$ cat config.mk
export PLATFORM = sky130hd
export DESIGN_NAME = seg_xlate_top
export DESIGN_NICKNAME = d
export VERILOG_FILES = /design/src/rtl/seg_xlate_pkg.sv /design/src/rtl/seg_cfg_regs.sv /design/src/rtl/seg_unit.sv /design/src/rtl/seg_resp.sv /design/src/rtl/seg_xlate_top.sv
export SDC_FILE = /design/constraint.sdc
export NUM_CORES = 1
export LEC_CHECK = 0
export ABC_AREA = 0
export BUFFER_PORTS_ARGS = -buffer_cell sky130_fd_sc_hd__buf_2
export CORE_MARGIN = 2
export CORE_UTILIZATION = 41
export DETAILED_ROUTE_END_ITERATION = 16
export GPL_TIMING_DRIVEN = 1
export SYNTH_ARGS = -nofsm -noshare
export SYNTH_HDL_FRONTEND = slang
export SYNTH_SLANG_ARGS = --single-unit
$ cat constraint.sdc
create_clock -name clk -period 3.8 [get_ports clk]
set_clock_uncertainty 0.15 [all_clocks]
set_input_delay 0.38 -clock clk [delete_from_list [all_inputs] [get_ports clk]]
set_output_delay 0.38 -clock clk [all_outputs]
set_load 0.05 [all_outputs]
$ cat src/rtl/seg_xlate_pkg.sv
// Package: shared encodings for the two-segment translator.
// Assumes: two segments only; the select code bit 1 picks the segment and
// bit 0 picks limit (1) versus base (0).
package seg_xlate_pkg;

    typedef enum logic [1:0] {
        CFG_LO_BASE = 2'd0,
        CFG_LO_LIM  = 2'd1,
        CFG_HI_BASE = 2'd2,
        CFG_HI_LIM  = 2'd3
    } cfg_sel_e;

    localparam int NUM_SEG = 2;

endpackage

$ cat src/rtl/seg_cfg_regs.sv
// Module: base and limit registers for both segments.
// Assumes: cfg_sel bit 1 is the segment, bit 0 chooses limit over base;
// all registers clear to zero on synchronous active-low reset.
module seg_cfg_regs #(
    parameter int ADDR_W = 32
) (
    input  logic                  clk,
    input  logic                  rst_n,
    input  logic                  cfg_we,
    input  logic [1:0]            cfg_sel,
    input  logic [ADDR_W-1:0]     cfg_wdata,
    output logic [1:0][ADDR_W-1:0] base_q,
    output logic [1:0][ADDR_W-1:0] limit_q
);
    import seg_xlate_pkg::*;

    logic past_ok;

    // Tracks that at least one cycle has passed since reset, for assertions.
    always_ff @(posedge clk) begin
        if (!rst_n) past_ok <= 1'b0;
        else        past_ok <= 1'b1;
    end

    for (genvar s = 0; s < NUM_SEG; s++) begin : g_seg
        // Stores base or limit for segment s when selected.
        always_ff @(posedge clk) begin
            if (!rst_n) begin
                base_q[s]  <= '0;
                limit_q[s] <= '0;
            end else if (cfg_we && (cfg_sel[1] == 1'(s))) begin
                if (cfg_sel[0]) limit_q[s] <= cfg_wdata;
                else            base_q[s]  <= cfg_wdata;
            end
        end
    end

    AST_CFG_HOLD: assert property (@(posedge clk) disable iff (!rst_n)
        (past_ok && !$past(cfg_we)) |-> ($stable(base_q) && $stable(limit_q)))
        else $error("config register changed without a write");

endmodule

$ cat src/rtl/seg_unit.sv
// Module: per-segment index, limit check and entry address.
// Assumes: GROWS_DOWN=1 counts the index from the top page of the segment,
// which in SEG_VPN_W bits is the bitwise complement of the page number.
module seg_unit #(
    parameter int ADDR_W      = 32,
    parameter int SEG_VPN_W   = 19,
    parameter int ENTRY_SHIFT = 2,
    parameter bit GROWS_DOWN  = 1'b0
) (
    input  logic [SEG_VPN_W-1:0] vpn,
    input  logic [ADDR_W-1:0]    base,
    input  logic [ADDR_W-1:0]    limit,
    output logic                 in_range,
    output logic [ADDR_W-1:0]    entry_addr
);
    logic [SEG_VPN_W-1:0] idx;
    logic [ADDR_W-1:0]    idx_ext;

    if (GROWS_DOWN) begin : g_down
        // Index counts down from the highest page of the segment.
        always_comb idx = ~vpn;
    end else begin : g_up
        // Index counts up from the lowest page of the segment.
        always_comb idx = vpn;
    end

    // Compares the index with the limit and forms the entry byte address.
    always_comb begin
        idx_ext    = ADDR_W'(idx);
        in_range   = idx_ext < limit;
        entry_addr = base + (idx_ext << ENTRY_SHIFT);
    end

endmodule

$ cat src/rtl/seg_resp.sv
// Module: registered response stage producing one-cycle result pulses.
// Assumes: pte_addr updates only on a passing request, fault_va only on a fault.
module seg_resp #(
    parameter int ADDR_W = 32
) (
    input  logic              clk,
    input  logic              rst_n,
    input  logic              req_valid,
    input  logic [ADDR_W-1:0] req_va,
    input  logic              hit,
    input  logic [ADDR_W-1:0] hit_addr,
    output logic              xl_valid,
    output logic [ADDR_W-1:0] pte_addr,
    output logic              seg_sel,
    output logic              limit_fault,
    output logic [ADDR_W-1:0] fault_va
);
    logic past_ok;

    // Tracks that at least one cycle has passed since reset, for assertions.
    always_ff @(posedge clk) begin
        if (!rst_n) past_ok <= 1'b0;
        else        past_ok <= 1'b1;
    end

    // Captures the outcome of a request into the output registers.
    always_ff @(posedge clk) begin
        if (!rst_n) begin
            xl_valid    <= 1'b0;
            limit_fault <= 1'b0;
            seg_sel     <= 1'b0;
            pte_addr    <= '0;
            fault_va    <= '0;
        end else begin
            xl_valid    <= req_valid && hit;
            limit_fault <= req_valid && !hit;
            if (req_valid) seg_sel <= req_va[ADDR_W-1];
            if (req_valid && hit)  pte_addr <= hit_addr;
            if (req_valid && !hit) fault_va <= req_va;
        end
    end

    AST_RESULT_EXCL: assert property (@(posedge clk) disable iff (!rst_n)
        $onehot0({xl_valid, limit_fault}))
        else $error("pass and fault together");

    AST_NO_SPURIOUS: assert property (@(posedge clk) disable iff (!rst_n)
        (past_ok && !$past(req_valid)) |-> (!xl_valid && !limit_fault))
        else $error("result pulse without request");

    AST_FAULT_VA: assert property (@(posedge clk) disable iff (!rst_n)
        (past_ok && limit_fault) |-> (fault_va == $past(req_va)))
        else $error("fault address mismatch");

    AST_SEG_BIT: assert property (@(posedge clk) disable iff (!rst_n)
        (past_ok && (xl_valid || limit_fault)) |-> (seg_sel == $past(req_va[ADDR_W-1])))
        else $error("segment select mismatch");

endmodule

$ cat src/rtl/seg_xlate_top.sv
// Module: two-segment limit-checked page-table entry address translator.
// Assumes: the top address bit picks the segment; the lower segment table grows
// up, the upper one grows down; one-cycle registered latency.
module seg_xlate_top #(
    parameter int ADDR_W      = 32,
    parameter int PAGE_OFF_W  = 12,
    parameter int ENTRY_BYTES = 4
) (
    input  logic              clk,
    input  logic              rst_n,
    input  logic              cfg_we,
    input  logic [1:0]        cfg_sel,
    input  logic [ADDR_W-1:0] cfg_wdata,
    input  logic              req_valid,
    input  logic [ADDR_W-1:0] req_va,
    output logic              xl_valid,
    output logic [ADDR_W-1:0] pte_addr,
    output logic              seg_sel,
    output logic              limit_fault,
    output logic [ADDR_W-1:0] fault_va
);
    import seg_xlate_pkg::*;

    localparam int SEG_VPN_W   = ADDR_W - 1 - PAGE_OFF_W;
    localparam int ENTRY_SHIFT = $clog2(ENTRY_BYTES);

    logic [1:0][ADDR_W-1:0] base_q;
    logic [1:0][ADDR_W-1:0] limit_q;
    logic [NUM_SEG-1:0]     seg_hit;
    logic [ADDR_W-1:0]      seg_addr [NUM_SEG];
    logic [SEG_VPN_W-1:0]   vpn;
    logic                   sel;
    logic                   hit;
    logic [ADDR_W-1:0]      hit_addr;

    seg_cfg_regs #(.ADDR_W(ADDR_W)) cfg_i (
        .clk       (clk),
        .rst_n     (rst_n),
        .cfg_we    (cfg_we),
        .cfg_sel   (cfg_sel),
        .cfg_wdata (cfg_wdata),
        .base_q    (base_q),
        .limit_q   (limit_q)
    );

    // Splits the address into segment bit and in-segment page number.
    always_comb begin
        sel = req_va[ADDR_W-1];
        vpn = req_va[ADDR_W-2:PAGE_OFF_W];
    end

    for (genvar s = 0; s < NUM_SEG; s++) begin : g_unit
        seg_unit #(
            .ADDR_W      (ADDR_W),
            .SEG_VPN_W   (SEG_VPN_W),
            .ENTRY_SHIFT (ENTRY_SHIFT),
            .GROWS_DOWN  (s == 1)
        ) unit_i (
            .vpn        (vpn),
            .base       (base_q[s]),
            .limit      (limit_q[s]),
            .in_range   (seg_hit[s]),
            .entry_addr (seg_addr[s])
        );
    end

    // Picks the result of the segment named by the top address bit.
    always_comb begin
        hit      = seg_hit[sel];
        hit_addr = seg_addr[sel];
    end

    seg_resp #(.ADDR_W(ADDR_W)) resp_i (
        .clk         (clk),
        .rst_n       (rst_n),
        .req_valid   (req_valid),
        .req_va      (req_va),
        .hit         (hit),
        .hit_addr    (hit_addr),
        .xl_valid    (xl_valid),
        .pte_addr    (pte_addr),
        .seg_sel     (seg_sel),
        .limit_fault (limit_fault),
        .fault_va    (fault_va)
    );

endmodule

* Word-level counts from Yosys, hierarchy flattened
Index checks and enable logic that the tools add are counted.
** Word-level totals
- Register bits :: 195
- Input port bits :: 70
- Word-level logic and storage cells :: 33
** Operators by class
- Add/subtract/negate cells :: 2
- Order comparisons :: 4
- Mux-type cells :: 5
- Bitwise logic cells :: 4
- Reductions and logical operators :: 9
** Operator list (count)
- 32-bit 2-to-1 mux :: 3
- 32-bit by 21-bit adder with 32-bit output :: 2
- 19-bit by 32-bit less-than comparator with 1-bit output :: 2
- 19-bit inverter :: 1
- 2-bit AND reduction :: 4
- 1-bit logical AND :: 4
- 2-bit greater-or-equal comparator (second input constant) :: 1
- 1-bit by 2-bit less-than comparator with 1-bit output (second input constant) :: 1
- 1-bit 2-to-1 mux :: 2
- 1-bit inverter :: 2
- 1-bit inverter with 2-bit output :: 1
- 1-bit zero test :: 1

* Longest topological paths before layout
- Word-level depth :: 6
- Gate-level depth with buffers :: 12
- Mapped depth without buffers :: 12

* By module
Synthesis repeated with hierarchy kept, for this count alone.
** Second synthesis, totals
- Cell total of the unflattened synthesis :: 1294
- Area total of the unflattened synthesis :: 11547.3 µm²
** Modules (own cells, without submodules)
- seg_cfg_regs :: times used 1, cells an instance 453, area each 4792.1 µm²
- seg_resp :: times used 1, cells an instance 295, area each 2631.3 µm²
- seg_unit (g_unit[0].unit_i) :: times used 1, cells an instance 265, area each 1884.3 µm²
- seg_unit (g_unit[1].unit_i) :: times used 1, cells an instance 244, area each 1684.1 µm²
- seg_xlate_top :: times used 1, cells an instance 37, area each 555.5 µm²

* Least setup slack after synthesis
Ideal clock, no wire load.
- Kind :: input-to-reg
- Start :: input req_va[12]
- End :: register resp_i.pte_addr[28]
- Setup time :: 122 ps
- Arrival :: 2684 ps
- Data required time :: 3528 ps
- Setup slack :: 844 ps
- Stages on the path :: 10
- Path through :: ha_1 -> fa_1 -> a21o_1 -> a221oi_2 -> a211oi_2 -> o31ai_2 -> o21ba_2 -> nor4_1 -> xor2_1 -> a221o_1
** On the way
- Cells in the longest elaborated chain, start to end :: 5
- Elaborated cells on any way between the ends :: 11
- Classes of those cells :: add/sub (2); order compare (2); mux (5); bitwise (1); reduce/logical (1)
** Ends and longest elaborated chain
- start, declared :: RTL line seg_xlate_top.sv:15 : input logic [ADDR_W-1:0] req_va,
- 19-bit inverter :: RTL line seg_unit.sv:21 : always_comb idx = ~vpn;
- 32-bit by 21-bit adder with 32-bit output or 19-bit by 32-bit less-than comparator with 1-bit output (tied branches) :: RTL line seg_unit.sv:31, seg_unit.sv:30
- 32-bit 2-to-1 mux (not written as such) or 1-bit 2-to-1 mux (tied branches) (2 in a row) :: RTL line seg_xlate_top.sv:70, seg_xlate_top.sv:69
- 32-bit 2-to-1 mux (not written as such) or 1-bit logical AND (tied branches) :: RTL line seg_xlate_top.sv:70, seg_resp.sv:38
- end signal, assigned :: RTL line seg_resp.sv:38 : if (req_valid && hit) pte_addr <= hit_addr;
- end, declared :: RTL line seg_resp.sv:13 : output logic [ADDR_W-1:0] pte_addr,
Several ways; a longest one is shown, not always the timed one. The select of a mux whose other input is x is not followed.
A chain may end at the register's enable or synchronous reset.

* Final worst setup path
- Start :: register cfg_i.base_q[2] in the netlist's numbering
- End :: register resp_i.pte_addr[28]
** On the way
- Cells in the longest elaborated chain, start to end :: 4
** Ends and longest elaborated chain
- start, declared :: RTL line seg_cfg_regs.sv:12 : output logic [1:0][ADDR_W-1:0] base_q,
- start signal, assigned by index :: RTL line seg_cfg_regs.sv:33 : else base_q[s] <= cfg_wdata;
- 32-bit by 21-bit adder with 32-bit output :: RTL line seg_unit.sv:31 : entry_addr = base + (idx_ext << ENTRY_SHIFT);
- 32-bit 2-to-1 mux (not written as such) (3 in a row) :: RTL line seg_xlate_top.sv:70 : hit_addr = seg_addr[sel];
No other way between the ends. The select of a mux whose other input is x is not followed.

==> results.py <==
metrics = {
    "global_route": {
        "grt-ovfl-total": 0,
        "antenna_found_initial": 1,
        "grt_pass1_wl_um": 47000,
        "top_usage_layer": "met1",
        "grt_pass1_vias": 8725,
        "grt_util_met1_pct": 34.3,
        "grt_usage_pct": 22.2,
        "grt_start_max_net_pins": 81,
        "grt_util_met3_pct": 3.91,
        "grtUsageMet2_pct": 31.7,
    },
    "place": {
        "dpl_cell_area_mm2": 0.0114,
        "post-place-ws_ns": 0.453,
        "hpwl_um": 21800,
        "dpl.cell_count": 1737,
        "io_buffers": 136,
        "gp_congestion": 0.887,
    },
    "synthesis": {
        "synth_edf_count": 0,
        "synthArstFlopShare_pct": 0,
        "synthesis.nets": 1473,
        "syn-mean-instance-area_um2": 7.90,
        "syn_area_mm2": 0.0105,
        "yosysUniqueCellTypes": 75,
        "ys_seq_elements": 195,
        "yosysWarnings": 0,
        "yosysTopAreaCell": "dfxtp_1",
        "synth.most_common_cell": "nand2_1",
        "ys_top_cells_by_area": "dfxtp_1 37%, nand2_1 11%, a21oi_1 9.1%, ha_1 8.8%, mux2i_1 3.9%",
        "synth_cells": 1327,
        "ys_top_cells_by_count": "306 x nand2_1, 195 x dfxtp_1, 190 x a21oi_1",
        "synthFlopType": "dfxtp_1",
        "yosysSeqAreaShare_pct": 37.2,
        "synth.top_cell.area_share_pct": 37.2,
    },
    "setup_path": {
        "path_cells": "ha_1 -> fa_1 -> a21o_1 -> a221oi_2 -> a211oi_2 -> o31ai_2 -> o21ba_2 -> nor4_1 -> xor2_1 -> a221o_1",
        "path_max_fanout": 6,
        "slowest_stage": "fa_1",
        "crit_arrival_ns": 3.32,
        "crit_type": "flop to flop",
        "end_kind": "flop",
        "cp-start-kind": "flop",
        "critical_path_required_ns": 3.98,
        "max_stage_delay_ns": 0.41,
    },
    "timing": {
        "finalHoldViolCount": 0,
        "hold_ws_ns": 0.0127,
        "final.min_clock_period_ns": 3.14,
        "rsz0062_at_grt": "no",
        "worst_slew_pin_slew_ns": 1.24,
        "min_period_over_period_pct": 82.5,
        "final.setup.worst_slack_ns": 0.664,
        "finalMaxSlewViolations": 0,
        "fin_tns_setup_ns": 0,
        "clock.fmax_mhz": 319,
        "relSlewSlack_pct": 17.0,
        "finalSetupViolCount": 0,
    },
    "pwr": {
        "ir_drop_mv": 0.294,
        "power.density_mw_per_mm2": 421,
        "p_leak_nw": 5.14,
        "total_power_mw": 5.06,
    },
    "finish": {
        "nets": 1572,
        "drive_gt1_share_pct": 15.0,
        "design_area_mm2": 0.0120,
        "nFillCells": 2503,
        "syn_to_final_growth_pct": 14.7,
        "stdcell_count": 1770,
        "final_util_pct": 47.8,
    },
    "run": {
        "maxCapViolations": 0,
    },
    "cts": {
        "cts_made_buffers": 17,
        "tritoncts": "built",
        "htreeDepth": 4,
        "clkTransAtPathRegs_ns": 0.08,
        "hold_buffers": 0,
        "postCtsSetupBuffers": 0,
        "post_cts_resized": 0,
        "clockBufferDepth": 2,
        "clkSinkCount": 195,
        "insertion_delay_ns": 0.44,
        "cts-root-buf": "clkbuf_16",
    },
    "floorplanning": {
        "initial_core_util_pct": 41.6,
        "fp.dieArea_mm2": 0.0269,
        "fp.dieH_um": 164,
        "io_pins": 137,
        "die_width_um": 164,
        "placementRows": 58,
        "coreArea_mm2": 0.0252,
    },
    "route": {
        "dr.pass1.iters": 5,
        "routed_via_density": 5.35,
        "wirelength_um": 29700,
        "num_vias": 9469,
        "ant_nets": 0,
        "post-route-drc-count": 0,
        "routedWlPerCell_um": 16.8,
        "drt_iter0_drc": 759,
    },
    "outcome": {
        "status": "finished clean",
    },
    "hold_path": {
        "hold_class": "primary input to flop",
    },
}
==> cells in the final DEF (no fill, tap or decap), types with 7 or more instances in the layout <==
cell type,count
a21oi_1,190
o21ai_1,11
buf_2,136
dfxtp_1,195
mux2i_1,41
nand3_1,24
a211oi_2,7
nor2_1,75
o21ai_0,27
inv_1,66
a21o_1,18
xor2_1,10
xnor2_1,25
nor3_1,22
a31oi_1,11
buf_4,10
nor4_1,8
and3_1,9
ha_1,74
clkbuf_16,17
nand4_1,10
o21a_1,11
nand2_1,306
==> critical path: cells and delay by family, from the launching register on <==
| kind | cells | cell delay (ns) |
|---|---|---|
| xor+xnor | 1 | 0.14 |
| flops | 1 | 0.32 |
| fa+ha+maj | 2 | 0.63 |
| simple gates | 1 | 0.08 |
| compound gates | 6 | 1.71 |
==> state kept, by name, summed over array words and instances, names as in the netlist <==
register and flops:
cfg_i.base_q 64, cfg_i.limit_q 64, resp_i.fault_va 32, resp_i.limit_fault 1, resp_i.pte_addr 32, resp_i.seg_sel 1, resp_i.xl_valid 1
==> final cells by class <==
class | count | area (µm²) | area share [%]
diodes | 1 | 2.50 | 0.0208
clock buffers | 17 | 425 | 3.54
clock inverters | 15 | 189 | 1.57
inverters | 68 | 258 | 2.14
multi-input cells | 995 | 6020 | 50.1
flip-flops and latches | 195 | 3900 | 32.5
well taps | 330 | 413 | 3.43
repair buffers | 149 | 816 | 6.78
==> power breakdown <==
group          internal [mW]  total, mW  switching [mW]
clock network          0.950       1.87           0.917
registers               2.14       2.20          0.0583
logic                  0.320      0.992           0.672
==> per-layer routing <==
layer	part of all wire, %	vias to the layer above
li1	-	4800
met1	52	4402
met2	41	248
met3	5.4	19
met4	1.1	0
met5	0	-
==> cell families (layout without fill, tap and decap cells) <==
kind of cell / count (synthesis) / count (layout) / share of synthesized area, %
mux: 42 / 42 / 4.02
simple gates: 490 / 490 / 19.9
flops: 195 / 195 / 37.2
buf+inv: 137 / 249 / 5.54
other cells: 0 / 1 / 0
xor+xnor: 35 / 35 / 2.92
compound gates: 352 / 352 / 21.2
fa+ha+maj: 76 / 76 / 9.21
==> path summary, 6_finish.rpt <==
path                             startpoint                          endpoint  slack (ns)  depth (start not counted)
max            cfg_i.base_q[2]$_SDFFE_PN0P_  resp_i.pte_addr[28]$_SDFFE_PN0P_        0.66                         10
min                               req_va[6]   resp_i.fault_va[6]$_SDFFE_PN0P_        0.01                          3
max reg2reg    cfg_i.base_q[2]$_SDFFE_PN0P_  resp_i.pte_addr[28]$_SDFFE_PN0P_        0.66                         10
min reg2reg  cfg_i.limit_q[49]$_SDFFE_PN0P_    cfg_i.limit_q[49]$_SDFFE_PN0P_        0.31                          2
No activity file was read; power rests on OpenSTA's default activity.
